**src/rtl/spi_seq_pkg.sv**
```systemverilog
package spi_seq_pkg;

    typedef enum logic [2:0] {
        ST_IDLE,
        ST_DECODE,
        ST_WAIT,
        ST_FETCH,
        ST_SHIFT
    } seq_state_e;

    // Field positions decoded from a command entry
    localparam int F_DATA = 8;
    localparam int F_EXP  = 9;
    localparam int F_CS   = 12;
    localparam int F_TX   = 16;
    localparam int F_RX   = 17;

    typedef struct packed {
        logic       rx;
        logic       tx;
        logic       cs;
        logic       expo;
        logic       data;
        logic [7:0] imm;
    } entry_t;

    function automatic entry_t decode_entry(input logic [31:0] w);
        entry_t e;
        e.rx   = w[F_RX];
        e.tx   = w[F_TX];
        e.cs   = w[F_CS];
        e.expo = w[F_EXP];
        e.data = w[F_DATA];
        e.imm  = w[7:0];
        return e;
    endfunction

endpackage

```
**src/rtl/spi_cmd_fifo.sv**
```systemverilog
module spi_cmd_fifo #(
    parameter int WIDTH = 32,
    parameter int DEPTH = 4
) (
    input  logic             clk,
    input  logic             rst_n,
    input  logic             push,
    input  logic [WIDTH-1:0] din,
    input  logic             pop,
    output logic [WIDTH-1:0] dout,
    output logic             full,
    output logic             empty
);
    localparam int AW = (DEPTH > 1) ? $clog2(DEPTH) : 1;
    localparam int CW = $clog2(DEPTH + 1);

    logic [WIDTH-1:0] mem [DEPTH];
    logic [AW-1:0]    wp, rp;
    logic [CW-1:0]    count;
    logic             do_push, do_pop;

    assign full    = (count == CW'(DEPTH));
    assign empty   = (count == '0);
    assign do_push = push && !full;
    assign do_pop  = pop && !empty;
    assign dout    = mem[rp];

    always_ff @(posedge clk) begin
        if (do_push) mem[wp] <= din;
    end

    always_ff @(posedge clk or negedge rst_n) begin
        if (!rst_n) begin
            wp    <= '0;
            rp    <= '0;
            count <= '0;
        end else begin
            if (do_push) wp <= (wp == AW'(DEPTH - 1)) ? '0 : wp + 1'b1;
            if (do_pop)  rp <= (rp == AW'(DEPTH - 1)) ? '0 : rp + 1'b1;
            unique case ({do_push, do_pop})
                2'b10:   count <= count + 1'b1;
                2'b01:   count <= count - 1'b1;
                default: count <= count;
            endcase
        end
    end
endmodule

```
**src/rtl/spi_half_tick.sv**
```systemverilog
module spi_half_tick #(
    parameter int DIV_W = 3
) (
    input  logic             clk,
    input  logic             rst_n,
    input  logic             run,
    input  logic [DIV_W-1:0] div,
    output logic             tick
);
    // Half period is 2^div reference cycles
    localparam int CW = (1 << DIV_W) - 1;

    logic [CW-1:0] cnt;
    logic [CW-1:0] lim;

    assign lim  = (CW'(1) << div) - CW'(1);
    assign tick = run && (cnt == lim);

    always_ff @(posedge clk or negedge rst_n) begin
        if (!rst_n)     cnt <= '0;
        else if (!run)  cnt <= '0;
        else if (tick)  cnt <= '0;
        else            cnt <= cnt + 1'b1;
    end
endmodule

```
**src/rtl/spi_seq_engine.sv**
```systemverilog
module spi_seq_engine
    import spi_seq_pkg::*;
#(
    parameter int CNT_W = 16
) (
    input  logic        clk,
    input  logic        rst_n,
    input  logic        fifo_empty,
    input  logic [31:0] fifo_data,
    output logic        fifo_pop,
    input  logic        tick,
    output logic        run,
    input  logic        cpol,
    input  logic        cpha,
    input  logic        tx_valid,
    input  logic [7:0]  tx_data,
    output logic        tx_ready,
    output logic        rx_valid,
    output logic [7:0]  rx_data,
    output logic        sclk,
    output logic        cs_n,
    output logic        mosi,
    input  logic        miso,
    output seq_state_e  state
);
    localparam logic [7:0] MAX_EXP = 8'(CNT_W - 1);

    seq_state_e       nxt;
    entry_t           ent;
    logic [CNT_W-1:0] cnt, xfer_cnt;
    logic [7:0]       exp_sel, load_byte, sreg, rsh;
    logic [3:0]       ph;
    logic             do_load, sample_edge, sclk_q, cs_q, mosi_q, rxv;
    logic [7:0]       rxd;

    assign exp_sel     = (ent.imm > MAX_EXP) ? MAX_EXP : ent.imm;
    assign xfer_cnt    = ent.expo ? (CNT_W'(1) << exp_sel) : CNT_W'(ent.imm);
    assign fifo_pop    = (state == ST_IDLE) && !fifo_empty;
    assign run         = (state == ST_WAIT) || (state == ST_SHIFT);
    assign tx_ready    = (state == ST_FETCH) && ent.tx;
    assign load_byte   = (state == ST_DECODE) ? ent.imm : (ent.tx ? tx_data : 8'hFF);
    assign do_load     = ((state == ST_DECODE) && !ent.data && ent.tx) ||
                         ((state == ST_FETCH) && (!ent.tx || tx_valid));
    // Even half-ticks are leading edges; phase picks which edge samples
    assign sample_edge = ph[0] ^ ~cpha;

    // State register
    always_ff @(posedge clk or negedge rst_n) begin
        if (!rst_n) state <= ST_IDLE;
        else        state <= nxt;
    end

    // Next-state logic
    always_comb begin
        nxt = state;
        unique case (state)
            ST_IDLE:   if (!fifo_empty) nxt = ST_DECODE;
            ST_DECODE: begin
                if (!ent.data && !ent.tx)  nxt = (ent.imm == 8'd0) ? ST_IDLE : ST_WAIT;
                else if (!ent.data)        nxt = ST_SHIFT;
                else                       nxt = (xfer_cnt == '0) ? ST_IDLE : ST_FETCH;
            end
            ST_WAIT:   if (tick && cnt == CNT_W'(1)) nxt = ST_IDLE;
            ST_FETCH:  if (!ent.tx || tx_valid) nxt = ST_SHIFT;
            ST_SHIFT:  if (tick && ph == 4'd15)
                           nxt = (cnt == CNT_W'(1)) ? ST_IDLE : ST_FETCH;
            default:   nxt = ST_IDLE;
        endcase
    end

    // Datapath and outputs
    always_ff @(posedge clk or negedge rst_n) begin
        if (!rst_n) begin
            ent    <= '0;
            cnt    <= '0;
            ph     <= '0;
            sreg   <= '0;
            rsh    <= '0;
            sclk_q <= 1'b0;
            cs_q   <= 1'b1;
            mosi_q <= 1'b0;
            rxv    <= 1'b0;
            rxd    <= '0;
        end else begin
            rxv <= 1'b0;
            if (state != ST_SHIFT) sclk_q <= cpol;
            if (do_load) begin
                ph  <= '0;
                rsh <= '0;
                if (!cpha) begin
                    mosi_q <= load_byte[7];
                    sreg   <= {load_byte[6:0], 1'b0};
                end else begin
                    sreg   <= load_byte;
                end
            end
            unique case (state)
                ST_IDLE: if (!fifo_empty) ent <= decode_entry(fifo_data);
                ST_DECODE: begin
                    cs_q <= ~ent.cs;
                    if (!ent.data && !ent.tx) cnt <= CNT_W'({ent.imm, 1'b0});
                    else if (!ent.data)       cnt <= CNT_W'(1);
                    else                      cnt <= xfer_cnt;
                end
                ST_WAIT: if (tick) cnt <= cnt - 1'b1;
                ST_FETCH: ;
                ST_SHIFT: if (tick) begin
                    sclk_q <= ~sclk_q;
                    ph     <= ph + 1'b1;
                    if (sample_edge) begin
                        rsh <= {rsh[6:0], miso};
                    end else if (cpha || ph != 4'd15) begin
                        mosi_q <= sreg[7];
                        sreg   <= {sreg[6:0], 1'b0};
                    end
                    if (ph == 4'd15) begin
                        cnt <= cnt - 1'b1;
                        rxv <= ent.rx;
                        rxd <= cpha ? {rsh[6:0], miso} : rsh;
                    end
                end
                default: ;
            endcase
        end
    end

    assign sclk     = sclk_q;
    assign cs_n     = cs_q;
    assign mosi     = mosi_q;
    assign rx_valid = rxv;
    assign rx_data  = rxd;
endmodule

```
**src/rtl/spi_cmdq_seq.sv**
```systemverilog
module spi_cmdq_seq
    import spi_seq_pkg::*;
#(
    parameter int FIFO_DEPTH = 4,
    parameter int CNT_W      = 16,
    parameter int DIV_W      = 3
) (
    input  logic             clk,
    input  logic             rst_n,
    input  logic [DIV_W-1:0] cfg_div,
    input  logic             cfg_cpol,
    input  logic             cfg_cpha,
    input  logic             cmd_valid,
    input  logic [31:0]      cmd_word,
    output logic             cmd_ready,
    output logic             queue_empty,
    input  logic             tx_valid,
    input  logic [7:0]       tx_data,
    output logic             tx_ready,
    output logic             rx_valid,
    output logic [7:0]       rx_data,
    output logic             spi_sclk,
    output logic             spi_cs_n,
    output logic             spi_mosi,
    input  logic             spi_miso
);
    logic        q_full, q_empty, q_pop, tick, run;
    logic [31:0] q_data;
    seq_state_e  eng_state;

    assign cmd_ready   = !q_full;
    assign queue_empty = q_empty;

    spi_cmd_fifo #(.WIDTH(32), .DEPTH(FIFO_DEPTH)) u_fifo (
        .clk(clk), .rst_n(rst_n),
        .push(cmd_valid), .din(cmd_word),
        .pop(q_pop), .dout(q_data),
        .full(q_full), .empty(q_empty)
    );

    spi_half_tick #(.DIV_W(DIV_W)) u_tick (
        .clk(clk), .rst_n(rst_n), .run(run), .div(cfg_div), .tick(tick)
    );

    spi_seq_engine #(.CNT_W(CNT_W)) u_eng (
        .clk(clk), .rst_n(rst_n),
        .fifo_empty(q_empty), .fifo_data(q_data), .fifo_pop(q_pop),
        .tick(tick), .run(run),
        .cpol(cfg_cpol), .cpha(cfg_cpha),
        .tx_valid(tx_valid), .tx_data(tx_data), .tx_ready(tx_ready),
        .rx_valid(rx_valid), .rx_data(rx_data),
        .sclk(spi_sclk), .cs_n(spi_cs_n), .mosi(spi_mosi), .miso(spi_miso),
        .state(eng_state)
    );
endmodule

```
**config.mk**
```make
export PLATFORM = sky130hd
export DESIGN_NAME = spi_cmdq_seq
export DESIGN_NICKNAME = d
export VERILOG_FILES = /design/src/rtl/spi_seq_pkg.sv /design/src/rtl/spi_cmd_fifo.sv /design/src/rtl/spi_half_tick.sv /design/src/rtl/spi_seq_engine.sv /design/src/rtl/spi_cmdq_seq.sv
export SDC_FILE = /design/constraint.sdc
export NUM_CORES = 1
export LEC_CHECK = 0
export BUFFER_PORTS_ARGS = -buffer_cell sky130_fd_sc_hd__buf_2
export CORE_AREA = 2 2 126 140
export DETAILED_ROUTE_END_ITERATION = 10
export DIE_AREA = 0 0 128 142
export GPL_TIMING_DRIVEN = 0
export HOLD_SLACK_MARGIN = 0.12
export SLEW_MARGIN = 20
export SYNTH_ARGS = -nofsm -noshare
export SYNTH_HDL_FRONTEND = slang
export SYNTH_SLANG_ARGS = --single-unit
```
**constraint.sdc**
```tcl
create_clock -name clk -period 6.3 [get_ports clk]
set_input_delay 1.26 -clock clk [delete_from_list [all_inputs] [get_ports clk]]
set_output_delay 1.26 -clock clk [all_outputs]
set_load 0.05 [all_outputs]
```
# ---- After elaboration in Yosys (flattened, before gate mapping)
# Memory sizes are Yosys's and may differ from the RTL's. A register that Yosys moved wholly into a read port is not among the register bits.
# Index checks and enable logic that the tools add are counted.
dict set report op_classes {
  muxes 53
  n_eq_ne 21
  addsub 8
  shifts 2
  n_bitwise 5
  n_reduce_logical 30
  magnitude_cmp 1
}
# operator n
set op_table {}
lappend op_table {{8-bit 2-to-1 mux} 14}
lappend op_table {{16-bit 2-to-1 mux} 6}
lappend op_table {{16-bit one-hot mux with 3 select lines} 1}
lappend op_table {{3-bit 2-to-1 mux} 6}
lappend op_table {{16-bit by 1-bit == test with 1-bit output, second input constant} 1}
lappend op_table {{16-bit logical NOT} 1}
lappend op_table {{1-bit by 8-bit left shift with 16-bit output, first input constant} 1}
lappend op_table {{16-bit by 1-bit subtractor with 16-bit output, second input constant} 1}
lappend op_table {{3-bit one-hot mux with 5 select lines} 1}
lappend op_table {{1-bit 2-to-1 mux} 14}
lappend op_table {{7-bit 2-to-1 mux} 2}
lappend op_table {{4-bit 2-to-1 mux} 3}
lappend op_table {{1-bit logical AND} 11}
lappend op_table {{2-bit 2-to-1 mux} 5}
lappend op_table {{2-bit != test, second input constant} 5}
lappend op_table {{8-bit by 4-bit > comparator with 1-bit output, second input constant} 1}
lappend op_table {{8-bit logical NOT} 1}
lappend op_table {{4-bit AND reduction} 2}
lappend op_table {{7-bit by 1-bit adder with 7-bit output, second input constant} 1}
lappend op_table {{7-bit == test} 1}
lappend op_table {{1-bit by 3-bit left shift with 7-bit output, first input constant} 1}
lappend op_table {{7-bit by 2-bit subtractor with 7-bit output, second input constant} 1}
lappend op_table {{2-bit == test, second input constant} 3}
lappend op_table {{3-bit by 2-bit == test with 1-bit output, second input constant} 2}
lappend op_table {{other kinds (21)} 35}
dict set report totals {
  register_bits 65
  mem_count 1
  output_inout_bits 15
  elab_cells 135
  ram_bits 128
}
# name depth word_bits rd rd_ports_with_merged_regs wr line_no
set memory_table {}
lappend memory_table {u_fifo.mem 4 32 1 1 1 spi_cmd_fifo.sv:17} ;# logic [WIDTH-1:0] mem [DEPTH];

# ---- Depth between registers and ports, before layout
# Gate-level depths: netlist of the first run.
dict set report depth {
  word_depth 9
  mapped_depth 12
}

# ---- Modules after synthesis
# From an unflattened synthesis of the first run, not the netlist that was laid out.
dict set report unflattened {
  hier_cells 691
  hier_area_um2 9648.0
}
# mod cells_each area_per_inst_um2 n_inst
set modules_own_cells {}
lappend modules_own_cells {spi_cmd_fifo 208 5116.2 1}
lappend modules_own_cells {spi_seq_engine 430 4027.6 1}
lappend modules_own_cells {spi_half_tick 52 500.5 1}
lappend modules_own_cells {spi_cmdq_seq 1 3.8 1}

# ---- Least setup slack after synthesis of the first run
# No wires, ideal clock.
dict set report synth_path {
  path_kind {input -> register}
  start {in cfg_div[2]}
  end {reg u_eng.rsh[6]}
  slack_ns 2.434
  setup_time_ns 0.125
  n_path_buf 3
  path_stages 11
  arrival_ns 3.741
  cell_sequence {buf_2 -> or3_1 -> ha_1 -> buf_6 -> nor4bb_1 -> a221o_1 -> o32a_4 -> nand3_4 -> and3b_1 -> buf_6 -> mux2_4}
}
dict set report synth_between {
  elab_chain_len 6
}
# element line_no
set synth_lines {}
lappend synth_lines {{from (decl)} spi_cmdq_seq.sv:10} ;# input logic [DIV_W-1:0] cfg_div,
lappend synth_lines {{1-bit by 3-bit left shift with 7-bit output} spi_half_tick.sv:16} ;# assign lim = (CW'(1) << div) - CW'(1);
lappend synth_lines {{7-bit by 2-bit subtractor with 7-bit output} spi_half_tick.sv:16}
lappend synth_lines {{7-bit == test} spi_half_tick.sv:17} ;# assign tick = run && (cnt == lim);
lappend synth_lines {{1-bit logical AND} spi_half_tick.sv:17}
lappend synth_lines {{8-bit 2-to-1 mux} spi_seq_engine.sv:107} ;# ST_SHIFT: if (tick) begin
lappend synth_lines {{8-bit 2-to-1 mux} spi_seq_engine.sv:97} ;# unique case (state)
lappend synth_lines {{to (signal assigned)} spi_seq_engine.sv:111} ;# rsh <= {rsh[6:0], miso};
lappend synth_lines {{to (decl)} spi_seq_engine.sv:31} ;# logic [7:0] exp_sel, load_byte, sreg, rsh;
# Every way passes these cells.
# A chain may end at the register's enable or synchronous reset.

# ---- Final worst setup path of the first run
# Ends and elaborated chain as after synthesis.

==> results of run 1 <==
per-layer routing:
| layer | track usage, % | part of all wire (%) |
|---|---|---|
| met4 | 6.073 | 1.5 |
| met2 | 28.51 | 49 |
| met3 | 4.248 | 5.3 |
| met1 | 22.23 | 44 |
| met5 | 0 | 0 |
flip-flops by register name (all words and copies together) (netlist names), 2 cells and up:
name           flops
u_eng.cnt         16
u_eng.ent         13
u_eng.ph           4
u_eng.rsh          8
u_eng.rx_data      8
u_eng.sreg         8
u_eng.state        3
u_fifo.count       3
u_fifo.mem        52
u_fifo.rp          2
u_fifo.wp          2
u_tick.cnt         7
logic make-up after synthesis:
family	after synthesis	share of synthesized area, %
compound gates	120	11.70
xor+xnor	16	2.124
fa+ha+maj	12	2.390
buf+inv	66	4.230
flops	130	53.28
mux	60	12.20
simple gates	178	14.07
worst register-to-register path, cell delays in order, from the launching register on:
cell and delay, ns:
dfrtp_1 0.41, nor3_1 0.58, or4_1 0.23, clkbuf_1 0.35
buf_1 0.46, inv_1 0.10, ha_1 0.24, inv_1 0.08
fa_1 0.18, xor2_1 0.15, nor2_1 0.07, xor2_1 0.15
power breakdown:
part           internal, W  switching, W  leakage, nW  total [W]
clock             0.000588      0.000384        0.283   0.000972
sequential         0.00102     0.0000781         1.49    0.00110
combinational     0.000158      0.000234         1.39   0.000392
through the flow:
stage / utilization, % / power [W] / hold WS [ns] / setup slack [ns] / instances
6_report: 45.89 / 0.002461 / 0.4351 / 2.617 / 867
5_1_grt: 45.89 / 0.002575 / 0.4557 / 2.492 / 867
4_1_cts: 45.89 / 0.002494 / 0.4408 / 2.634 / 867
3_5_place_dp: 42.39 / 0.001511 / 0.4330 / 2.189 / 835
3_3_place_gp: 42.21 / 0.001480 / 0.4216 / 2.209 / 834
2_1_floorplan: - / 0.001379 / 0.3999 / 2.434 / 582
placed cells by master, fill, tap and decap left out, types with 9 or more instances in the layout:
cell type	instances
dfrtp_1	77
buf_2	53
edfxtp_1	52
o21ai_0	47
nand2_1	46
nor2_1	39
mux2_2	29
inv_1	28
clkbuf_1	24
a21oi_1	19
mux2i_1	17
clkbuf_16	17
nor3_1	15
mux4_2	13
nand3_1	12
ha_1	11
xnor2_1	10
nand2b_1	9
nand3b_1	9
o22ai_1	9
and3_1	9
path summary, 6_finish.rpt:
| check | startpoint | to | depth (start not counted) |
|---|---|---|---|
| setup reg to reg | u_fifo.count[0] | u_fifo.count[2] | 11 |
| min in group asynchronous | rst_n | u_eng.cnt[2] | 1 |
| hold / removal | u_eng.ent[10] | u_eng.cs_n | 1 |
| hold reg to reg | u_eng.ent[10] | u_eng.cs_n | 1 |
| max in group asynchronous | rst_n | u_eng.cs_n | 2 |
| setup / recovery | cfg_div[2] | u_eng.rsh[6] | 12 |
layout make-up:
| type | count | area (um2) | share of cell area (%) |
|---|---|---|---|
| Multi-Input combinational cell | 386 | 2803 | 36.43 |
| Sequential cell | 130 | 3515 | 45.68 |
| Clock inverter | 14 | 157.7 | 2.049 |
| Inverter | 28 | 105.1 | 1.366 |
| Clock buffer | 18 | 429.2 | 5.578 |
| Timing Repair Buffer | 45 | 250.2 | 3.253 |
| Tap cell | 208 | 260.3 | 3.383 |
| Buffer | 38 | 173.9 | 2.261 |
==> flow_summary.toml, run 1 <==
[sta]
max_freq_mhz = 271.5
report.final.slew_viol_count = 0
fin_crit_sh_pct = 58.46
period_minus_slack_ns = 3.683
worst_pin_slew_ns = 0.9462
tns_ns = 0
finClkSkew_ns = 0.008573
rsz0062_at_grt = "false"
relSlewSlack_pct = 36.34
finalSetupViolations = 0
hold_viol = 0

[critical_path]
arrival_ns = 3.99
cp_max_fo = 10
reg2reg_slack_ns = 3.18
cp_top_family = "simple AND/OR/NAND/NOR gates"
worstPathRequired_ns = 6.61
max_stage_delay_ns = 0.42
worstSetupPathType = "in2reg"
crit_path_start_kind = "input pin"
critPathBufInv = 4
slowest_stage = "or3_1"
path_cells = "buf_2 > buf_2 > or3_1 > ha_1 > buf_6 > nor4bb_1 > a221o_1 > o32a_4 > nand3_4 > and3b_1 > buf_6 > mux2_4"
critPathCaptureType = "flip-flop"

[route]
drc = 0
totalWireLength_mm = 14.75
ant_nets = 0
via_per_inst = 5.495
vias = 4764
drtIter0Drc = 244
wl_per_cell_um = 17.01
dr.pass1.iters = 5

[clocking]
postCtsSetupBuffers = 0
clk_pin_slew_ns = 0.06
root_buffer = "clkbuf_16"
cts_buffer_depth = 2
cts_tree = "yes"
clkSinkCount = 130
clk-insertion-delay-late_ns = 0.42
cts_htree_levels = 4
postCtsResizedCells = 0
cts_hold_buf = 0
cts_buffers = 17

[cells_and_area]
fin_nets = 708
syn2layout_area_growth_pct = 16.64
final_cell_area_um2 = 7694
drive_above_1_share_pct = 21.24
fillers = 1569
diodes = 0

[die]
die_x_um = 128
die_area_um2 = 18180
core-area_um2 = 16770
die_y_um = 142
fp-row-count = 50
start_util_pct = 39.34
ios = 65

[synth]
syn_area_per_cell_um2 = 11.33
yosys_warnings = 0
yosysSeqAreaShare_pct = 53.28
synth_top_area_share_pct = 29.21
synth_most_common_cell = "dfrtp_1"
yosys-top-cells-area = "dfrtp_1 (29%), edfxtp_1 (24%), mux2_2 (5.0%)"
synth_edf_count = 52
synthFlopType = "dfrtp_1"
synth_top_area_cell = "dfrtp_1"
synthCells = 582
syn_nets = 644
synthArstFlopShare_pct = 60.00
syn-cell-area_um2 = 6596
ys_ff_latch = 130
yosys-top-cells-count = "dfrtp_1 (77), edfxtp_1 (52), o21ai_0 (47)"
yosysUniqueCellTypes = 67

[worst_hold_path]
hold_path_class = "reg2reg"

[flow_run]
cap_violations = 0

[pwr]
power_density_nw_per_um2 = 319.8
ir_drop_mv = 0.2190
power_leakage_nw = 3.156

[global_route]
grt-ovfl-total = 0
grt_pass1_vias = 4869
grt_max_degree = 45
grt_pass1_wl_mm = 24.47
antenna_found_initial = 1
grt_use_total_pct = 17.27

[run_status]
status = "finished clean"

[placement]
place_area_um2 = 7107
dp_hpwl_mm = 10.33
place_congestion = 0.9150
portBuffers = 44
No activity file was read; power rests on OpenSTA's default activity.
==> run 2: changes to the inputs <==
- ABC_AREA: default -> 1
- CORE_AREA: 2 2 126 140 -> 2 2 127 141
- DIE_AREA: 0 0 128 142 -> 0 0 129 143
- clock period: 6.3 -> 3.07 ns (I/O delays scaled with it)
==> run 2 against run 1 <==
Count of clock-buffer cells in the layout did not move. Hold slack worse by 0.27 ns. Final area rose by 1.9%. Critical endpoint is now u_fifo.count[2]. Largest power group is now combinational cells.
==> flow_summary.toml, run 2 <==
[route]
totalWireLength_mm = 15.44
drc = 0
wl_per_cell_um = 14.00
via_per_inst = 4.894
vias = 5398
ant_nets = 0
drtIter0Drc = 246
dr.pass1.iters = 5

[critical_path]
slowest_stage = "nor3_1"
crit_path_start_kind = "flip-flop"
reg2reg_slack_ns = 0.45
arrival_ns = 2.92
max_stage_delay_ns = 0.47
worstSetupPathType = "reg2reg"
critPathBufInv = 3
path_cells = "inv_1 > nand2_2 > nor3_1 > clkbuf_1 > ha_1 > inv_1 > fa_1 > a21oi_1 > o21ai_0 > xnor2_1"
worstPathRequired_ns = 3.37
cp_max_fo = 10
cp_top_family = "adder cells"
critPathCaptureType = "flip-flop"
path_common_cell = "inv_1"

[placement]
dp_hpwl_mm = 11.08
place_congestion = 0.9022
portBuffers = 42

[cells_and_area]
layout_common_cells = "nand2_1 (167), nor2_1 (105), o21ai_0 (85), dfrtp_1 (77), inv_1 (71)"
drive_above_1_share_pct = 13.81
diodes = 0
multi_input_area_um2 = 2749
fin_nets = 918
fillers = 1682
largestRegisters = "u_fifo.mem: 52 flops, u_eng.cnt: 16 flops, u_eng.ent: 13 flops"
largest_register_ffs = 52
syn2layout_area_growth_pct = 16.95
final_common_cell = "nand2_1"
register_area_um2 = 3515
top_register = "u_fifo.mem"

[pwr]
p_switching_w = 0.003011
power_density_nw_per_um2 = 949.2
p_int_w = 0.004430
seqPwrFrac_pct = 34.4
power_leakage_nw = 3.439
combPwrFrac_pct = 38.3
power_frac_clock_pct = 27.2
power.share.switching_pct = 40.46
ir_drop_mv = 0.5540

[synth]
synthArstFlopShare_pct = 60.00
synthCells = 794
syn_nets = 856
synthFlopType = "dfrtp_1"
yosys-top-cells-area = "dfrtp_1 (29%), edfxtp_1 (23%), nand2_1 (9.4%)"
yosysUniqueCellTypes = 43
syn_area_per_cell_um2 = 8.442
synth_top_area_share_pct = 28.75
syn-cell-area_um2 = 6703
synth_edf_count = 52
yosysSeqAreaShare_pct = 52.44
synth_top_area_cell = "dfrtp_1"
yosys-top-cells-count = "nand2_1 (167), nor2_1 (109), o21ai_0 (85)"
ys_ff_latch = 130
yosys_warnings = 0
synth_most_common_cell = "nand2_1"

[global_route]
antenna_found_initial = 0
grt_use_total_pct = 17.91
grt_pass1_wl_mm = 25.52
grt-ovfl-total = 0
grt_max_degree = 42
grt_pass1_vias = 5289

[sta]
tns_ns = 0
finClkSkew_ns = 0.006783
finalSetupViolations = 0
period_minus_slack_ns = 2.619
rsz0062_at_grt = "false"
relSlewSlack_pct = 48.10
max_freq_mhz = 381.9
hold_ws_ns = 0.1661
hold_viol = 0
report.final.slew_viol_count = 0
worst_pin_slew_ns = 0.7777
fin_crit_sh_pct = 85.30

[clocking]
clkSinkCount = 130
cts_buffer_depth = 2
cts_tree = "yes"
root_buffer = "clkbuf_16"
postCtsResizedCells = 0
cts_hold_buf = 0
clk_pin_slew_ns = 0.06
cts_htree_levels = 4
cts_buffers = 17
clk-insertion-delay-late_ns = 0.42
postCtsSetupBuffers = 0

[die]
die_y_um = 143
fp-row-count = 50
core-area_um2 = 16950
ios = 65
die_x_um = 129
start_util_pct = 39.54
die_area_um2 = 18450

[flow_run]
cap_violations = 0

[run_status]
status = "finished clean"

[worst_hold_path]
hold_path_class = "in2async"
[run 2: cell count changes in the layout (fill, tap and decap cells not counted), moves of 10 or more]
| cell | previous run | this run |
|---|---|---|
| nand2_1 | 46 | 167 |
| nor2_1 | 39 | 105 |
| nand3_1 | 12 | 58 |
| inv_1 | 28 | 71 |
| o21ai_0 | 47 | 85 |
| mux2_2 | 29 | 0 |
| mux2i_1 | 17 | 1 |
| o21ai_1 | 2 | 16 |
| mux4_2 | 13 | 0 |
| inv_2 | 0 | 10 |
[run 2: kinds of logic (layout without fill, tap and decap cells)]
kind of cell | count (synthesis) | after routing | synth area share (%)
adder cells (fa/ha/maj) | 12 | 12 | 2.352
XOR/XNOR | 15 | 15 | 1.960
AO/OA/AOI/OAI | 159 | 159 | 13.35
flip-flops | 130 | 130 | 52.44
buffers and inverters | 110 | 185 | 6.702
AND/OR/NAND/NOR | 367 | 367 | 23.05
multiplexers | 1 | 1 | 0.1493
[run 2: path summary, 6_finish.rpt]
check	startpoint	to	cells after the start
setup / recovery	u_eng.state[0]	u_fifo.count[2]	10
hold / removal	rst_n	u_fifo.wp[1]	1
setup reg to reg	u_eng.state[0]	u_fifo.count[2]	10
hold reg to reg	u_eng.ent[10]	u_eng.cs_n	1
max in group asynchronous	rst_n	u_eng.rx_data[7]	2
min in group clk	cmd_word[0]	u_fifo.mem[1][0]	1
[run 2: cell type report]
class | instances | share of cell area [%]
flip-flops and latches | 130 | 44.84
multi-input cells | 554 | 35.07
clock buffers | 18 | 5.475
inverters | 83 | 3.974
well taps | 234 | 3.735
repair buffers | 43 | 3.065
clock inverters | 14 | 2.091
plain buffers | 27 | 1.756
[run 2: per-layer routing]
layer  wire, um  vias up  global-route usage, %  share of wire, %
li1           -     2778                      -                 -
met1       6798     2502                  21.76                44
met2       7682       99                  30.35                50
met3        691       19                  4.571               4.5
met4        271        0                  7.265               1.8
met5          0        -                      0                 0
[run 2: metrics by stage]
| stage | power (W) | setup slack [ns] | instance area [um2] | utilization [%] | cells |
|---|---|---|---|---|---|
| floorplan | 0.004639 | 0.1557 | 6703 | - | 794 |
| finish | 0.007440 | 0.4513 | 7839 | 46.24 | 1103 |
| CTS | 0.007493 | 0.4430 | 7839 | 46.24 | 1103 |
| global route | 0.008012 | 0.1434 | 7839 | 46.24 | 1103 |
| global placement | 0.005405 | 0.3374 | 7206 | 42.50 | 1070 |
| detailed placement | 0.005450 | 0.3078 | 7246 | 42.74 | 1071 |
[run 2: power by group through the flow]
| stage | Sequential [W] | Clock [W] | Combinational [W] |
|---|---|---|---|
| floorplan | 0.00257 | 0 | 0.00206 |
| global placement | 0.00259 | 0 | 0.00282 |
| detailed placement | 0.00259 | 0 | 0.00286 |
| CTS | 0.00256 | 0.00205 | 0.00288 |
| global route | 0.00261 | 0.00213 | 0.00327 |
| finish | 0.00256 | 0.00203 | 0.00285 |
==> run 3: changes to the inputs <==
- PLACE_DENSITY: default -> 0.59
- clock period: 3.07 -> 2.5 ns (I/O delays scaled with it)
==> run 3 against run 2 <==
Combinational power grew 24%. Clock power grew 34%. Count of clock-buffer cells in the layout shrank 1. Routed wire length grew 1.9%. Critical endpoint unchanged. Sequential share of layout area shrank 0.39 points. Flip-flop and latch count is the same. Via count grew 1.8%.
==> flow_summary.toml, run 3 (synthesized netlist as in run 2, its figures left out) <==
[run_status]
status = "finished clean"

[route]
via_per_inst = 4.977
wl_per_cell_um = 14.25
drtIter0Drc = 267
ant_nets = 0
top_layer = "met4"
dr_wl_met2_mm = 7.732
totalWireLength_mm = 15.73
met1_length_mm = 7.017
dr.pass1.iters = 5
drc = 0
route.met3.wl_um = 523
vias = 5495

[critical_path]
path_common_cell = "inv_1"
cp_top_family = "adder cells"
worstPathRequired_ns = 2.80
crit_path_start_kind = "flip-flop"
startpoint = "u_eng.state[0]"
reg2regPathDepth = 10
arrival_ns = 2.61
critPathBufInv = 3
r2r_start = "u_eng.state[0]"
critPathCaptureType = "flip-flop"
path_cells = "inv_1 > nand2_2 > nor3_2 > buf_2 > ha_1 > inv_1 > fa_1 > a21oi_1 > o21ai_0 > xnor2_1"
max_stage_delay_ns = 0.38
slowest_stage = "dfrtp_1"
worstSetupPathType = "reg2reg"
r2r-end = "u_fifo.count[2]"
reg2reg_slack_ns = 0.20
cp_max_fo = 10

[sta]
period_minus_slack_ns = 2.304
rsz0062_at_grt = "false"
worst_pin_slew_ns = 0.7976
relSlewSlack_pct = 46.77
report.final.slew_viol_count = 0
max_freq_mhz = 434.0
fin_crit_sh_pct = 92.17
finClkSkew_ns = 0.007842
tns_ns = 0
worst_slack_ns = 0.1957
finalSetupViolations = 0
hold_viol = 0

[worst_hold_path]
hold_path_class = "in2reg"
hold_path_depth = 1
hold_end = "u_fifo.mem[1][7]"
worstHoldStart = "cmd_word[7]"

[die]
start_util_pct = 39.54
ios = 65
die_x_um = 129
die_area_um2 = 18450
core-area_um2 = 16950
die_y_um = 143
fp-row-count = 50

[placement]
portBuffers = 42
place_congestion = 0.9765
dp_hpwl_mm = 11.34
post-place-ws_ns = -0.1187

[pwr]
ir_drop_mv = 0.8216
total_power_w = 0.009417
power_leakage_nw = 3.482
power_density_nw_per_um2 = 1191

[clocking]
cts_buffer_depth = 2
clk_pin_slew_ns = 0.06
clkSinkCount = 130
cts_tree = "yes"
root_buffer = "clkbuf_16"
cts_htree_levels = 4
cts_buffers = 17
clk-insertion-delay-late_ns = 0.42

[cells_and_area]
final_common_cell = "nand2_1"
drive_above_1_share_pct = 14.25
layout_common_cells = "nand2_1 (167), nor2_1 (105), o21ai_0 (85), dfrtp_1 (77), inv_1 (71)"
largest_register_ffs = 52
top_register = "u_fifo.mem"
syn2layout_area_growth_pct = 17.98
diodes = 0
largestRegisters = "u_fifo.mem: 52 flops, u_eng.cnt: 16 flops, u_eng.ent: 13 flops"
fin_nets = 919

[global_route]
grt-ovfl-total = 0
antenna_found_initial = 0
grt_max_degree = 53
grt_pass1_vias = 5320
grt_pass1_wl_mm = 26.35
grt_use_total_pct = 18.35

[flow_run]
cap_violations = 0
[run 3: worst max path at each step]
stage | cells past startpoint | slack [ns] | end
2_1_floorplan | 17 | 0.08 | u_eng.sreg[6]
5_1_grt | 10 | 0.002 | u_fifo.count[2]
3_3_place_gp | 17 | -0.12 | u_eng.sreg[6]
4_1_cts | 10 | 0.03 | u_fifo.count[2]
3_5_place_dp | 17 | -0.12 | u_eng.sreg[5]
6_report | 10 | 0.20 | u_fifo.count[2]
[run 3: where the power goes]
part           switching [W]  internal (W)  leakage, nW
clock               0.000955       0.00176        0.312
sequential          0.000378       0.00279         1.49
combinational        0.00244       0.00110         1.68
total                0.00377       0.00565         3.48
[run 3: per-stage QoR]
step           instance area [um2]  instances  hold WS, ns  util [%]
2_1_floorplan                 6708        794       0.2044         -
3_3_place_gp                  7211       1070       0.4134     42.53
3_5_place_dp                  7251       1071       0.4260     42.77
4_1_cts                       7903       1104       0.2860     46.61
5_1_grt                       7908       1104       0.2923     46.64
6_report                      7908       1104       0.2944     46.64
[run 3: area by class of cell]
class                           instances  area (um2)
Buffer                                 27       138.9
Inverter                               83       311.5
Fill cell                            1667        9046
Clock buffer                           17       425.4
Sequential cell                       130        3515
Clock inverter                         15       215.2
Multi-Input combinational cell        554        2759
Timing Repair Buffer                   44       250.2
Tap cell                              234       292.8
[run 3: repair_timing]
item	CTS	global route
hold buffers	1	0
resized for setup	1	2
setup endpoints to repair	1	1
setup buffers	0	0
hold endpoints to repair	26	0
[run 3: layer usage]
layer  GRT usage (%)  vias to the layer above
met3           3.147                       31
met2           31.08                      100
li1                -                     2781
met1           23.01                     2583
met4           8.181                        0
met5               0                        -
